--- src/rtl/cl_pkg.sv ---
package cl_pkg;

    // Which source feeds the write-back register
    typedef enum logic [2:0] {
        SEL_NONE,
        SEL_SIGN,
        SEL_ZERO,
        SEL_SHIFT,
        SEL_PASS
    } cl_sel_e;

    // Write-back sequencing
    typedef enum logic {
        ST_IDLE,
        ST_WRITE
    } cl_state_e;

endpackage

--- src/rtl/cl_decode.sv ---
module cl_decode
    import cl_pkg::*;
#(
    parameter int OPC_W = 8,
    parameter int IMM_W = 16,
    parameter int IDX_W = 6,
    parameter logic [OPC_W-1:0] OPC_LOAD = 8'h3C,
    parameter logic [OPC_W-1:0] OPC_MOVE = 8'h3D,
    localparam int INSTR_W = OPC_W + 2 + IMM_W + IDX_W
) (
    input  logic [INSTR_W-1:0] instr,
    input  logic               instr_valid,
    input  logic               zero_ext,
    output cl_sel_e            sel,
    output logic [IMM_W-1:0]   imm,
    output logic               sign_bit,
    output logic [IDX_W-1:0]   dest,
    output logic [IDX_W-1:0]   rd_addr
);

    localparam int IMM_LO  = IDX_W;
    localparam int SIGN_AT = IDX_W + IMM_W;
    localparam int PART_AT = SIGN_AT + 1;
    localparam int OPC_LO  = PART_AT + 1;

    logic [OPC_W-1:0] opc;
    logic             partial;

    assign opc      = instr[OPC_LO +: OPC_W];
    assign partial  = instr[PART_AT];
    assign sign_bit = instr[SIGN_AT];
    assign imm      = instr[IMM_LO +: IMM_W];
    assign dest     = instr[IDX_W-1:0];

    // Move reads its source from the low immediate bits; all else reads dest
    assign rd_addr = (opc == OPC_MOVE) ? imm[IDX_W-1:0] : dest;

    always_comb begin
        sel = SEL_NONE;
        if (instr_valid) begin
            if (opc == OPC_LOAD) begin
                if (partial)       sel = SEL_SHIFT;
                else if (zero_ext) sel = SEL_ZERO;
                else               sel = SEL_SIGN;
            end else if (opc == OPC_MOVE) begin
                sel = SEL_PASS;
            end
        end
    end

endmodule

--- src/rtl/cl_datapath.sv ---
module cl_datapath
    import cl_pkg::*;
#(
    parameter int DATA_W = 64,
    parameter int IMM_W  = 16
) (
    input  cl_sel_e           sel,
    input  logic [IMM_W-1:0]  imm,
    input  logic              sign_bit,
    input  logic [DATA_W-1:0] rd_data,
    output logic [DATA_W-1:0] result
);

    localparam int FILL_W = DATA_W - IMM_W - 1;
    localparam int KEEP_W = DATA_W - IMM_W;

    logic [FILL_W-1:0] fill;
    logic [DATA_W-1:0] imm_word;
    logic [DATA_W-1:0] shift_word;

    // Upper fill bits: copies of the sign bit, or zero
    for (genvar b = 0; b < FILL_W; b++) begin : g_fill
        assign fill[b] = (sel == SEL_SIGN) & sign_bit;
    end

    assign imm_word   = {fill, sign_bit, imm};
    // Fixed-distance feedback: plain rewiring, no shifter
    assign shift_word = {rd_data[KEEP_W-1:0], imm};

    always_comb begin
        unique case (sel)
            SEL_SIGN,
            SEL_ZERO:  result = imm_word;
            SEL_SHIFT: result = shift_word;
            SEL_PASS:  result = rd_data;
            default:   result = '0;
        endcase
    end

endmodule

--- src/rtl/const_load_unit.sv ---
module const_load_unit
    import cl_pkg::*;
#(
    parameter int DATA_W = 64,
    parameter int OPC_W  = 8,
    parameter int IMM_W  = 16,
    parameter int IDX_W  = 6,
    parameter logic [OPC_W-1:0] OPC_LOAD = 8'h3C,
    parameter logic [OPC_W-1:0] OPC_MOVE = 8'h3D,
    localparam int INSTR_W = OPC_W + 2 + IMM_W + IDX_W
) (
    input  logic               clk,
    input  logic               rst,
    input  logic               instr_valid,
    input  logic [INSTR_W-1:0] instr,
    input  logic               zero_ext,
    output logic [IDX_W-1:0]   rd_addr,
    input  logic [DATA_W-1:0]  rd_data,
    output logic               wr_en,
    output logic [IDX_W-1:0]   wr_addr,
    output logic [DATA_W-1:0]  wr_data
);

    cl_sel_e           sel;
    logic [IMM_W-1:0]  imm;
    logic              sign_bit;
    logic [IDX_W-1:0]  dest;
    logic [DATA_W-1:0] result;

    cl_state_e         state_q;
    cl_state_e         state_d;
    logic [DATA_W-1:0] data_q;
    logic [IDX_W-1:0]  addr_q;

    cl_decode #(
        .OPC_W    (OPC_W),
        .IMM_W    (IMM_W),
        .IDX_W    (IDX_W),
        .OPC_LOAD (OPC_LOAD),
        .OPC_MOVE (OPC_MOVE)
    ) u_decode (
        .instr       (instr),
        .instr_valid (instr_valid),
        .zero_ext    (zero_ext),
        .sel         (sel),
        .imm         (imm),
        .sign_bit    (sign_bit),
        .dest        (dest),
        .rd_addr     (rd_addr)
    );

    cl_datapath #(
        .DATA_W (DATA_W),
        .IMM_W  (IMM_W)
    ) u_datapath (
        .sel      (sel),
        .imm      (imm),
        .sign_bit (sign_bit),
        .rd_data  (rd_data),
        .result   (result)
    );

    // Next state: T_ISSUE on a matching instruction, T_DRAIN otherwise
    always_comb begin
        unique case (state_q)
            ST_IDLE:  state_d = (sel != SEL_NONE) ? ST_WRITE : ST_IDLE;
            ST_WRITE: state_d = (sel != SEL_NONE) ? ST_WRITE : ST_IDLE;
            default:  state_d = ST_IDLE;
        endcase
    end

    // State register
    always_ff @(posedge clk) begin
        if (rst) state_q <= ST_IDLE;
        else     state_q <= state_d;
    end

    // Output registers: load only on issue, hold otherwise
    always_ff @(posedge clk) begin
        if (rst) begin
            data_q <= '0;
            addr_q <= '0;
        end else if (sel != SEL_NONE) begin
            data_q <= result;
            addr_q <= dest;
        end
    end

    assign wr_en   = (state_q == ST_WRITE);
    assign wr_data = data_q;
    assign wr_addr = addr_q;

endmodule

--- config.mk ---
export PLATFORM = sky130hd
export DESIGN_NAME = const_load_unit
export DESIGN_NICKNAME = d
export VERILOG_FILES = /design/src/rtl/cl_pkg.sv /design/src/rtl/cl_decode.sv /design/src/rtl/cl_datapath.sv /design/src/rtl/const_load_unit.sv
export SDC_FILE = /design/constraint.sdc
export NUM_CORES = 1
export LEC_CHECK = 0
export BUFFER_PORTS_ARGS = -buffer_cell sky130_fd_sc_hd__buf_4
export CORE_ASPECT_RATIO = 2
export CORE_MARGIN = 1
export CORE_UTILIZATION = 48
export DETAILED_ROUTE_END_ITERATION = 8
export PLACE_DENSITY = 0.86
export SETUP_SLACK_MARGIN = 0.4
export SLEW_MARGIN = 15
export SYNTH_ARGS = -nofsm -noshare
export SYNTH_HDL_FRONTEND = slang
export SYNTH_SLANG_ARGS = --single-unit
--- constraint.sdc ---
create_clock -name clk -period 4.1 [get_ports clk]
set_input_delay 0.82 -clock clk [delete_from_list [all_inputs] [get_ports clk]]
set_output_delay 0.82 -clock clk [all_outputs]
set_load 0.01 [all_outputs]
==> flow_summary.ini <==
[power]
p_seq_share_pct = 43.6
power_mw = 1.59
ir_drop_mv = 0.350
netSwitchingPower_mw = 0.361
internal-power_mw = 1.23
cellPowerDensity_mw_per_mm2 = 337
p_clk_share_pct = 44.6
p_leak_nw = 2.01
combPwrFrac_pct = 11.8
switching_share_pct = 22.6

[yosys]
syn-cell-area_sq_mm = 0.00318
avgSynthCellArea_sq_um = 9.09
synth_ff_type = dfxtp_1
yosysTopAreaCell = dfxtp_1
synth_area_leaders = dfxtp_1, a211oi_1, a22oi_1
synth_top_cell_area_share_pct = 44.7
yosys_warnings = 0
synthArstFlopShare_pct = 0
synth_edf_count = 0
syn_inst = 350
synth.most_common_cell = dfxtp_1
ys_seq_elements = 71
syn-num-nets = 450
ys_types = 24
synth_commonest_cells = dfxtp_1, nor2_1, a211oi_1
ys_seq_area_share_pct = 44.7

[clock_tree]
insertion_delay_ns = 0.33
postCtsHoldBufs = 0
clk_path_buf_depth = 2
postCtsSetupBuffers = 0
cts_resized = 0
cts-htree-levels = 3
cts_buffers = 9
clk_pin_slew_ns = 0.05
cts_tree = yes
cts_root_buf = clkbuf_16
cts_sinks = 71

[placed_design]
hpwlAfterDp_um = 7490
gp_congestion = 0.868
io_buffer_count = 176
dp_cells = 578
placed_area_sq_mm = 0.00445

[routing]
antenna_left = 0
drc = 0
dr_total_vias = 3331
drt-initial-drc-count = 321
wl_per_cell_um = 17.5
dr.pass1.iters = 4
wl_um = 10400
viasPerCell = 5.61

[worst_setup_path]
required_ns = 3.28
crit_fanout = 69
start_kind = primary input
cp-end-kind = output pin
crit_type = in -> out
critPathArrivalTime_ns = 2.32

[timing]
min_period_ns = 3.14
slew_headroom_pct = 33.1
hold_viol_final = 0
skew_ns = 0
finalCritPeriodShare_pct = 76.7
fmax_mhz = 318
setup_viol = 0
rsz0062_at_grt = no
fin_setup_tns_ns = 0
max_slew.worst_pin.slew_ns = 0.995
finalMaxSlewViolations = 0
whs_ns = 0.455

[grt]
grt_max_degree = 87
grt_pass1_wl_um = 15600
grt_pass1_vias = 3174
grtUsageTotal_pct = 30.8
grt-ovfl-total = 0
antenna_found_initial = 0

[final_layout]
antenna_cells = 0
syn2layout_area_growth_pct = 48.4
final_nets = 603
fin_cells = 594
fillers = 527
drive_above_1_share_pct = 40.2
regArea_sq_mm = 0.00142
multiInputGateArea_sq_mm = 0.00158
stdcell_area_sq_mm = 0.00472

[min_path]
min_path_type = reg -> reg

[floorplan]
start_util_pct = 50.0
fp.dieH_um = 117
fp.coreArea_sq_mm = 0.00636
num_io_pins = 177
die_w_um = 59.6
dieArea_sq_mm = 0.00698
rows = 41

[status]
status = complete, no violations

[run]
cap_violations = 0
## flip-flops by register name, summed over array words and instances, names as in the netlist
signal   cells
wr_en        1
wr_data     64
wr_addr      6
## logic make-up (layout without fill, tap and decap cells)
kind of cell	Yosys count	count (layout)	synth area share, %
simple gates	102	102	15.1
buf+inv	36	194	5.86
flops	71	71	44.7
mux	23	23	7.47
compound gates	118	118	27.0
## power by group through the flow
stage | logic [mW] | registers, mW | clock network, mW
6_report | 0.188 | 0.694 | 0.710
5_1_grt | 0.201 | 0.694 | 0.755
4_1_cts | 0.187 | 0.694 | 0.722
3_5_place_dp | 0.186 | 0.709 | 0
3_3_place_gp | 0.184 | 0.709 | 0
2_1_floorplan | 0.0754 | 0.710 | 0
## stage by stage
step / setup WS, ns / util [%]
after CTS: 0.958 / 74.3
after global placement: 0.981 / 69.9
after global routing: 0.823 / 74.3
final: 0.956 / 74.3
after floorplan: 1.56 / -
after detailed placement: 0.956 / 69.9
## worst max-delay path, cell delays in order
cell and delay [ns]:
buf_4 0.61, nand2_1 0.38, mux2_2 0.37, buf_4 0.14
## placed cells by master, fill, tap and decap left out, types with 2 or more instances in the layout
cell	instances
clkinv_2	4
nand2_1	35
a211oi_1	57
clkbuf_16	9
a21oi_1	7
a22oi_1	41
nor2_1	58
buf_4	178
mux2i_1	17
a21o_1	6
dfxtp_1	71
clkbuf_8	2
a31oi_1	6
mux2_2	6
nor4b_4	2
## final timing paths
kind                             from                  endpoint  cells after the start  slack [ns]
max                         instr[24]                rd_addr[4]                      4        0.96
min           wr_addr[2]$_SDFFE_PP0P_   wr_addr[2]$_SDFFE_PP0P_                      2        0.45
max reg2reg  wr_data[35]$_SDFFE_PP0P_  wr_data[35]$_SDFFE_PP0P_                      2        3.34
min reg2reg   wr_addr[2]$_SDFFE_PP0P_   wr_addr[2]$_SDFFE_PP0P_                      2        0.45
## area by class of cell
type / instances / area share, %
Timing Repair Buffer: 178 / 28.3
Sequential cell: 71 / 30.1
Multi-Input combinational cell: 243 / 33.5
Tap cell: 86 / 2.28
Clock buffer: 12 / 5.43
Clock inverter: 4 / 0.424
## metal layers
layer	wire length [um]	GRT usage, %	part of all wire, %	vias up
met2	5670	52.7	54	163
li1	-	-	-	1587
met3	610	9.34	5.9	32
met5	0	0	0	-
met4	471	17.5	4.5	0
met1	3660	32.6	35	1549
(Power assumes the default switching activity.)
